### src/rtl/survivor_regx_pkg.sv
// Package: survivor_regx_pkg
// Shared helpers for the register-exchange survivor memory.
// Assumes the pointer length is at least 2.
package survivor_regx_pkg;

    // Next position of a circular pointer of length len.
    function automatic int unsigned wrap_inc(input int unsigned p, input int unsigned len);
        return (p == len - 1) ? 0 : p + 1;
    endfunction

    // Index of the predecessor chosen by decision d for state s in a 2^m-state trellis.
    function automatic int unsigned pred_of(input int unsigned s, input int unsigned d,
                                            input int unsigned m);
        return ((s << 1) & ((1 << m) - 1)) | (d & 1);
    endfunction

endpackage

### src/rtl/surv_ptr.sv
// Module: surv_ptr
// Circular write pointer of length L, the matching read position, a one-hot
// write mask and a saturating fill count that marks when the oldest slot holds
// real data.
// Assumes: en is high exactly in the cycles that accept a trellis stage.
module surv_ptr #(
    parameter int L  = 15,
    parameter int PW = $clog2(L)
) (
    input  logic          clk,
    input  logic          rst_n,
    input  logic          en,
    output logic [PW-1:0] wr_ptr,
    output logic [PW-1:0] rd_ptr,
    output logic [L-1:0]  wr_mask,
    output logic          filled
);
    import survivor_regx_pkg::*;

    localparam logic [PW-1:0] LAST = PW'(L - 1);

    logic [PW-1:0] fill_q;

    // Advance the write pointer once per accepted stage, wrapping at L.
    always_ff @(posedge clk) begin
        if (!rst_n)  wr_ptr <= '0;
        else if (en) wr_ptr <= PW'(wrap_inc(int'(wr_ptr), L));
    end

    // Count accepted stages until L-1 of them have filled the older slots.
    always_ff @(posedge clk) begin
        if (!rst_n)                    fill_q <= '0;
        else if (en && fill_q != LAST) fill_q <= fill_q + 1'b1;
    end

    // Read slot sits one ahead of the write slot modulo L.
    always_comb rd_ptr = (wr_ptr == LAST) ? '0 : wr_ptr + 1'b1;

    // One-hot select of the slot written this stage.
    always_comb wr_mask = L'(1) << wr_ptr;

    // The oldest slot carries real data once L-1 stages have been taken.
    always_comb filled = (fill_q == LAST);


    ptr_range_chk: assert property (@(posedge clk) disable iff (!rst_n)
        wr_ptr <= LAST);


    ptr_hold_chk: assert property (@(posedge clk) disable iff (!rst_n)
        !en |=> $stable(wr_ptr) && $stable(fill_q));


    ptr_wrap_chk: assert property (@(posedge clk) disable iff (!rst_n)
        (en && wr_ptr == LAST) |=> wr_ptr == '0);

endmodule

### src/rtl/surv_cell.sv
// Module: surv_cell
// Survivor register of one trellis state. Each accepted stage it takes the
// register of the predecessor picked by its decision bit and writes the state's
// own input bit into the slot selected by the write mask.
// Assumes: cand0/cand1 are the registered (pre-stage) contents of the even and
// odd predecessors, so all states update from one snapshot.
module surv_cell #(
    parameter int   L      = 15,
    parameter int   PW     = $clog2(L),
    parameter logic NEWBIT = 1'b0
) (
    input  logic          clk,
    input  logic          rst_n,
    input  logic          en,
    input  logic          dec,
    input  logic [L-1:0]  cand0,
    input  logic [L-1:0]  cand1,
    input  logic [L-1:0]  wr_mask,
    input  logic [PW-1:0] wr_ptr,
    output logic [L-1:0]  path_q,
    output logic [L-1:0]  path_d
);
    logic [L-1:0] chosen;

    // Pick the surviving predecessor path.
    always_comb chosen = dec ? cand1 : cand0;

    // Overlay the newest bit on the selected slot only.
    always_comb path_d = (chosen & ~wr_mask) | (wr_mask & {L{NEWBIT}});

    // Hold the survivor path; load the updated path on each accepted stage.
    always_ff @(posedge clk) begin
        if (!rst_n)  path_q <= '0;
        else if (en) path_q <= path_d;
    end


    newbit_chk: assert property (@(posedge clk) disable iff (!rst_n)
        en |=> path_q[$past(wr_ptr)] == NEWBIT);


    path_hold_chk: assert property (@(posedge clk) disable iff (!rst_n)
        !en |=> $stable(path_q));

endmodule

### src/rtl/surv_readout.sv
// Module: surv_readout
// Picks the best state's updated survivor path and registers the bit in the
// read slot as the decoded output, with a one-cycle valid pulse.
// Assumes: paths arrive flattened, state s in bits [s*L +: L].
module surv_readout #(
    parameter int L  = 15,
    parameter int M  = 2,
    parameter int NS = 1 << M,
    parameter int PW = $clog2(L)
) (
    input  logic            clk,
    input  logic            rst_n,
    input  logic            en,
    input  logic            filled,
    input  logic [M-1:0]    best,
    input  logic [PW-1:0]   rd_ptr,
    input  logic [NS*L-1:0] paths_d,
    output logic            dec_bit,
    output logic            dec_valid
);
    logic [L-1:0] best_path;

    // Select the best state's freshly updated path.
    always_comb best_path = paths_d[int'(best) * L +: L];

    // Register the oldest slot as the decoded bit once the memory is full.
    always_ff @(posedge clk) begin
        if (!rst_n) begin
            dec_bit   <= 1'b0;
            dec_valid <= 1'b0;
        end else begin
            dec_valid <= en && filled;
            if (en && filled) dec_bit <= best_path[rd_ptr];
        end
    end


    valid_src_chk: assert property (@(posedge clk) disable iff (!rst_n)
        dec_valid |-> $past(en));


    bit_hold_chk: assert property (@(posedge clk) disable iff (!rst_n)
        !en |=> !dec_valid && $stable(dec_bit));

endmodule

### src/rtl/survivor_regx.sv
// Module: survivor_regx
// Register-exchange survivor memory for a 2^M-state trellis with decoding
// depth L. One circular pointer addresses every survivor register, so no
// register shifts. The decoded bit is the oldest slot of the best state.
// Assumes: M >= 2; state s' is entered from ((s' << 1) mod 2^M) | d and
// carries input bit s'[M-1].
module survivor_regx #(
    parameter int L = 15,
    parameter int M = 2
) (
    input  logic                clk,
    input  logic                rst_n,
    input  logic                st_valid,
    input  logic [(1<<M)-1:0]   st_dec,
    input  logic [M-1:0]        st_best,
    output logic                dec_bit,
    output logic                dec_valid
);
    import survivor_regx_pkg::*;

    localparam int NS = 1 << M;
    localparam int PW = $clog2(L);

    logic [PW-1:0]   wr_ptr;
    logic [PW-1:0]   rd_ptr;
    logic [L-1:0]    wr_mask;
    logic            filled;
    logic [L-1:0]    path_q [NS];
    logic [L-1:0]    path_d [NS];
    logic [NS*L-1:0] paths_flat;

    surv_ptr #(.L(L), .PW(PW)) ptr_i (
        .clk     (clk),
        .rst_n   (rst_n),
        .en      (st_valid),
        .wr_ptr  (wr_ptr),
        .rd_ptr  (rd_ptr),
        .wr_mask (wr_mask),
        .filled  (filled)
    );

    for (genvar s = 0; s < NS; s++) begin : g_state
        localparam int   P0 = int'(pred_of(s, 0, M));
        localparam int   P1 = int'(pred_of(s, 1, M));
        localparam logic NB = ((s >> (M - 1)) & 1) != 0;

        surv_cell #(.L(L), .PW(PW), .NEWBIT(NB)) cell_i (
            .clk     (clk),
            .rst_n   (rst_n),
            .en      (st_valid),
            .dec     (st_dec[s]),
            .cand0   (path_q[P0]),
            .cand1   (path_q[P1]),
            .wr_mask (wr_mask),
            .wr_ptr  (wr_ptr),
            .path_q  (path_q[s]),
            .path_d  (path_d[s])
        );

        // Flatten the updated path for the readout.
        assign paths_flat[s*L +: L] = path_d[s];


        copy_snapshot_chk: assert property (@(posedge clk) disable iff (!rst_n)
            (st_valid && wr_ptr != '0) |=>
                path_q[s][0] == $past(st_dec[s] ? path_q[P1][0] : path_q[P0][0]));
    end

    surv_readout #(.L(L), .M(M), .NS(NS), .PW(PW)) rd_i (
        .clk       (clk),
        .rst_n     (rst_n),
        .en        (st_valid),
        .filled    (filled),
        .best      (st_best),
        .rd_ptr    (rd_ptr),
        .paths_d   (paths_flat),
        .dec_bit   (dec_bit),
        .dec_valid (dec_valid)
    );


    initial begin
        assert (L >= 2 && M >= 2);
    end

endmodule

### config.mk
export PLATFORM = sky130hd
export DESIGN_NAME = survivor_regx
export DESIGN_NICKNAME = d
export VERILOG_FILES = /design/src/rtl/survivor_regx_pkg.sv /design/src/rtl/surv_ptr.sv /design/src/rtl/surv_cell.sv /design/src/rtl/surv_readout.sv /design/src/rtl/survivor_regx.sv
export SDC_FILE = /design/constraint.sdc
export NUM_CORES = 1
export LEC_CHECK = 0
export BUFFER_PORTS_ARGS = -buffer_cell sky130_fd_sc_hd__buf_2
export CORE_MARGIN = 8
export CORE_UTILIZATION = 30
export DETAILED_ROUTE_END_ITERATION = 10
export PLACE_DENSITY = 0.52
export SYNTH_ARGS = -nofsm -noshare
export SYNTH_HDL_FRONTEND = slang
export SYNTH_SLANG_ARGS = --single-unit
### constraint.sdc
create_clock -name clk -period 4.7 [get_ports clk]
set_input_delay 0.235 -clock clk [delete_from_list [all_inputs] [get_ports clk]]
set_output_delay 0.235 -clock clk [all_outputs]
set_load 0.1 [all_outputs]
Word-level counts from Yosys, hierarchy flattened. Cells that the tools add are included.

Flip-flop bits (word level): 70. Bits of input ports: 9. Output and inout bits: 2. Word-level logic and storage cells: 35.

Add/sub/neg operators: 3. Multipliers: 1. Magnitude comparators: 1. Eq/ne operators: 3. Shifts and indexed selects: 2. Multiplexer cells: 8. Bitwise operators: 7. Reductions and logical operators: 2.

Operators by type and width (count): $and 15x15->15 (4); $mux 15 (4); $shiftx 60x32->15 (1); $or 15x15->15 (2); $not 15->15 (1); $shl 1x4->15 const A (1); $add 4x1->4 const B (3); $eq 4x4->1 const B (2); $mux 4 (2); $mul 2x4->6 const B (1); $lt 4x5->1 const B (1); $bmux 1 s4 (1); $ne 4x4->1 const B (1); $logic_and 1x1->1 (2); $mux 1 (1).

Logic depth before layout (Yosys ltp).
Depth after elaboration: 7. Gate-level depth with buffers: 12. Mapped depth without buffers: 9.

By module. From an unflattened synthesis, not the netlist that was laid out.

Cell total of the unflattened synthesis: 513. Area, all modules: 4529.3 µm².

By module, submodules not included: surv_cell at g_state[0].cell_i ... (instances 2, cells an instance 98, area each 863.3 µm²); surv_cell at g_state[2].cell_i ... (instances 2, cells an instance 96, area each 778.2 µm²); surv_readout (instances 1, cells an instance 48, area each 684.4 µm²); surv_ptr (instances 1, cells an instance 77, area each 561.8 µm²).

Worst setup path after synthesis. OpenSTA, ideal clock, no wires.

Kind: reg2reg. Start: register ptr_i.wr_ptr[0]. End: register rd_i.dec_bit. Setup time: 0.101 ns. Arrival time: 2.145 ns. Data required time: 4.599 ns. Path slack: 2.454 ns. Cell stages (with the launch flop): 12. Path buffers: 3. Period minus slack after synthesis: 2.246 ns. Cells stage by stage: dfxtp_1 buf_6 buf_2 buf_1 and2_1 ha_1 nand2b_1 a31oi_1 o21ai_0 a21oi_1 a2111oi_0 o41ai_1.

Word-level cells in the longest chain between the ends: 7. Elaborated cells between the ends (all ways): 14. Classes of those cells: add/sub (1); eq/ne (1); shift (2); mux (3); bitwise (7).

RTL lines: start, declared (line surv_ptr.sv:13) `output logic [PW-1:0] wr_ptr,`; start signal, assigned (line surv_ptr.sv:27) `else if (en) wr_ptr <= PW'(wrap_inc(int'(wr_ptr), L));`; $shl 1x4->15 (line surv_ptr.sv:40) `always_comb wr_mask = L'(1) << wr_ptr;`; $not 15->15 (line surv_cell.sv:29) `always_comb path_d = (chosen & ~wr_mask) | (wr_mask & {L{NEWBIT}});`; $and 15x15->15 (line surv_cell.sv:29); $or 15x15->15 (line surv_cell.sv:29); $shiftx 60x32->15 (line surv_readout.sv:24) `always_comb best_path = paths_d[int'(best) * L +: L];`; $bmux 1 s4 * (line surv_readout.sv:33) `if (en && filled) dec_bit <= best_path[rd_ptr];`; $mux 1 (not written as such) * (line surv_readout.sv:33); end signal, assigned (line surv_readout.sv:33); end, declared (line surv_readout.sv:18) `output logic dec_bit,`.

Mark *: on every way between the ends. The rest lies on a longest branch, timed or not. The select of a mux whose other input is x is not followed. A chain may end at the register's enable or synchronous reset.

Final worst setup path.
Start: register ptr_i.wr_ptr[1]. End: register rd_i.dec_bit.

Same word-level chain as after synthesis.

==> impl_results.md <==
- Post-route clock period utilization: 0.596
- Share of the yosys chip area belonging to registers: 0.313
- Critical path data required time: 4.93 ns
- Worst Max-Slew Pin Slew: 1.15 ns
- Overall routing resource usage: 0.134
- Die span in x: approximately 140 um
- Wire length of the first global-routing pass: 21100 um
- Hold/Removal Path Class: primary input to flop
- Number of remaining DRC errors: 0
- Netlist area before placement: 4480 sq um
- Initial antenna violation count: 0
- Number of sinks driven by the clock tree: 70
- Most common cell after layout, fill and taps aside: sky130_fd_sc_hd__dfxtp_1
- Leakage dissipation: ~1.9 nW
- Setup repair after global routing missed its margin: false
- Final Setup Violations: 0
- Sw Share: 0.265
- Number of synthesized flops with an enable pin: 0
- Synth area leaders: sky130_fd_sc_hd__dfxtp_1 (31%), sky130_fd_sc_hd__mux2i_1 (12%), sky130_fd_sc_hd__nor2b_1 (5.6%), sky130_fd_sc_hd__nor3_1 (4.1%), sky130_fd_sc_hd__a21oi_1 (3.5%)
- Fmax: between 0.3 and 0.4 GHz
- # diodes: 0
- Post-Place Worst Slack: 1.93 ns
- Post-CTS Setup Bufs: 0
- Final total negative setup slack: 0 ns
- TritonCTS buffer count: 9
- Vias in the first global route: 3811
- Synthesized netlist cell count: 552
- Detailed-route via count: 4037
- Synthesized Nets: around 570
- Crit start category: flop
- Worst Setup Path Type: flop to flop
- I/O pins: 11
- Power density over cell area: 330 nW/um^2
- Final critical-path required period: 2.80 ns
- Total placed instance area: 4560 sq um
- Warnings from Yosys: 0
- Crit end category: flop
- Most common flop cell mapped by yosys: sky130_fd_sc_hd__dfxtp_1
- Die footprint: 19100 sq um
- Skew-Pair Late Insertion Delay: 0.35 ns
- Floorplan row count: 44
- Post-DR vias/cell: roughly 5.7
- Average wire per standard cell: 18.0 um
- Post-synthesis cell type with the largest combined area: sky130_fd_sc_hd__dfxtp_1
- Max-slew violation count: 0
- Initial DRC count: 396
- Combinational Power Share: 0.134
- Design Area, Final: 4870 sq um
- # Max-Cap Violations: 0
- Master cell of the clock root buffer: sky130_fd_sc_hd__clkbuf_16
- Number of buffers added on ports: 10
- Post-DP HPWL: 8440 um
- IR drop worst, VDD: 209 uV
- Max-slew headroom: 0.231
- Crit path arrival time: 3.04 ns
- Layout Cells excl Fill: around 700
- Critical path peak fanout: 22
- Inst Count DP: approximately 700
- Fillers: between 1k and 1.5k
- Share of the synthesized area in the top cell type: 0.313
- Power share of the sequential group: 0.403
- Share of cells above drive strength 1: 0.0868
- Internal power: between 1 and 1.5 mW
- CTS Buffer Depth: 2
- Global route total overflow: 0
- Number of synthesized register bits: 70
- Signed area change from the synthesized netlist to the final layout: 8.77%
- Post-CTS clock slew at the launch and capture registers of the worst setup and hold paths: 0.06 ns
- Commonest cells after routing, fill and taps aside: sky130_fd_sc_hd__dfxtp_1 (70), sky130_fd_sc_hd__mux2i_1 (53), sky130_fd_sc_hd__nor2b_1 (40), sky130_fd_sc_hd__nor2_1 (40), sky130_fd_sc_hd__nor3_1 (37)
- H-Tree Level Count: 3
- Number of detailed-routing iterations run before antenna repair: 6
- Residual antenna-violating net count after detailed routing: 0
- Total of cells resized after clock tree synthesis: 0
- Share of total power in the clock network: 0.462
- RD Place Congestion: 0.877
- Maximum number of pins on one net before global-route repair: 54
- FF/Latch Area: 1400 sq um
- Final setup slack of the worst path: between 1.5 and 2 ns
- Total Routed Length: 12900 um
- Number of hold buffers added after cts: 0
- Share of synthesized flip-flops with an asynchronous set or reset: 0
- Post-synthesis cell type count: 53
- Status: completed
- Avg Cell Area, Syn: 8.11 sq um
- Starting utilization of the core area: 0.307
- Number of endpoints with negative hold slack in the final report: 0
- Footprint of the multi-input gates: 2820 sq um
- Number of nets in the layout: 538
- TritonCTS clock tree: done
- Chip Height: 138 um
- Core region area: approximately 15000 sq um
- Clock Skews: ~0.0099 ns
- Switching Power: around 430 uW
==> final timing paths <==
kind              slack [ns]                           end                    startpoint  cells past startpoint
hold reg to reg         0.50  g_state[3].cell_i.path_q[13]  g_state[3].cell_i.path_q[13]                      2
setup / recovery        1.90                  rd_i.dec_bit               ptr_i.wr_ptr[1]                      7
setup reg to reg        1.90                  rd_i.dec_bit               ptr_i.wr_ptr[1]                      7
hold / removal          0.44   g_state[3].cell_i.path_q[6]                         rst_n                      3
==> sequential cells by signal (all words and copies together), names as in the netlist <==
signal,count
ptr_i.fill_q,4
g_state.cell_i.path_q,60
rd_i.dec_valid,1
rd_i.dec_bit,1
ptr_i.wr_ptr,4
==> per-stage QoR <==
step	total power [mW]	utilization	hold slack [ns]
finish	1.61	0.334	0.441
global route	1.67	0.334	0.464
CTS	1.62	0.334	0.430
detailed placement	0.874	0.312	0.489
global placement	0.869	0.312	0.465
floorplan	0.823	-	0.453
==> routing by layer <==
| metal | up-vias | wire, um | GRT usage |
|---|---|---|---|
| met5 | - | 0 | 0 |
| met4 | 0 | 263 | 0.0618 |
| met3 | 18 | 564 | 0.0229 |
| met2 | 103 | 6010 | 0.214 |
| met1 | 1950 | 6030 | 0.172 |
| li1 | 1966 | - | - |
==> Yosys cell counts, types with 2 or more instances <==
library cell / count
sky130_fd_sc_hd__a2111oi_0: 2
sky130_fd_sc_hd__a211oi_1: 5
sky130_fd_sc_hd__a21boi_0: 3
sky130_fd_sc_hd__a21oi_1: 31
sky130_fd_sc_hd__a311oi_1: 2
sky130_fd_sc_hd__a31oi_1: 12
sky130_fd_sc_hd__a32oi_1: 13
sky130_fd_sc_hd__and2_1: 13
sky130_fd_sc_hd__buf_1: 4
sky130_fd_sc_hd__buf_2: 16
sky130_fd_sc_hd__buf_6: 2
sky130_fd_sc_hd__clkbuf_1: 29
sky130_fd_sc_hd__dfxtp_1: 70
sky130_fd_sc_hd__ha_1: 4
sky130_fd_sc_hd__inv_1: 6
sky130_fd_sc_hd__mux2_2: 6
sky130_fd_sc_hd__mux2i_1: 53
sky130_fd_sc_hd__mux4_2: 2
sky130_fd_sc_hd__nand2_1: 32
sky130_fd_sc_hd__nand2b_1: 5
sky130_fd_sc_hd__nand3_1: 19
sky130_fd_sc_hd__nand4_1: 3
sky130_fd_sc_hd__nor2_1: 40
sky130_fd_sc_hd__nor2b_1: 40
sky130_fd_sc_hd__nor3_1: 37
sky130_fd_sc_hd__nor4_1: 6
sky130_fd_sc_hd__nor4b_2: 2
sky130_fd_sc_hd__o211a_1: 10
sky130_fd_sc_hd__o211ai_1: 4
sky130_fd_sc_hd__o21a_1: 7
sky130_fd_sc_hd__o21ai_0: 31
sky130_fd_sc_hd__o22ai_1: 3
sky130_fd_sc_hd__o31ai_1: 15
sky130_fd_sc_hd__o41ai_1: 2
sky130_fd_sc_hd__or2_2: 2
sky130_fd_sc_hd__or4_1: 2
sky130_fd_sc_hd__xnor2_1: 3
==> power groups by stage <==
stage | combinational (mW) | clock [mW] | sequential (mW)
finish | 0.216 | 0.742 | 0.648
global route | 0.239 | 0.782 | 0.651
CTS | 0.215 | 0.759 | 0.647
detailed placement | 0.214 | 0 | 0.660
global placement | 0.211 | 0 | 0.658
floorplan | 0.175 | 0 | 0.648
==> logic make-up (layout without fill, tap and decap cells) <==
kind of cell / after synthesis / count (layout) / synth area share
AND/OR/NAND/NOR: 207 / 207 / 0.245
multiplexers: 61 / 61 / 0.144
adder cells (fa/ha/maj): 4 / 4 / 0.0112
AO/OA/AOI/OAI: 148 / 148 / 0.223
XOR/XNOR: 3 / 3 / 0.00587
flip-flops: 70 / 70 / 0.313
buffers and inverters: 59 / 37 / 0.0581
==> area by class of cell <==
type	count	area share
Multi-Input combinational cell	423	0.578
Sequential cell	70	0.288
Clock buffer	12	0.0506
Tap cell	184	0.0473
Timing Repair Buffer	14	0.0164
Clock inverter	4	0.0144
Inverter	7	0.00539
==> critical path, cell delays in order (launching register included) <==
cell and delay (ns):
sky130_fd_sc_hd__dfxtp_1 0.82, sky130_fd_sc_hd__and4b_1 0.68, sky130_fd_sc_hd__nor3_1 0.09, sky130_fd_sc_hd__or4_1 0.41
sky130_fd_sc_hd__o21ai_0 0.08, sky130_fd_sc_hd__nor3_1 0.06, sky130_fd_sc_hd__a2111oi_0 0.40, sky130_fd_sc_hd__o41ai_1 0.13
No activity file was read; power rests on OpenSTA's default activity.
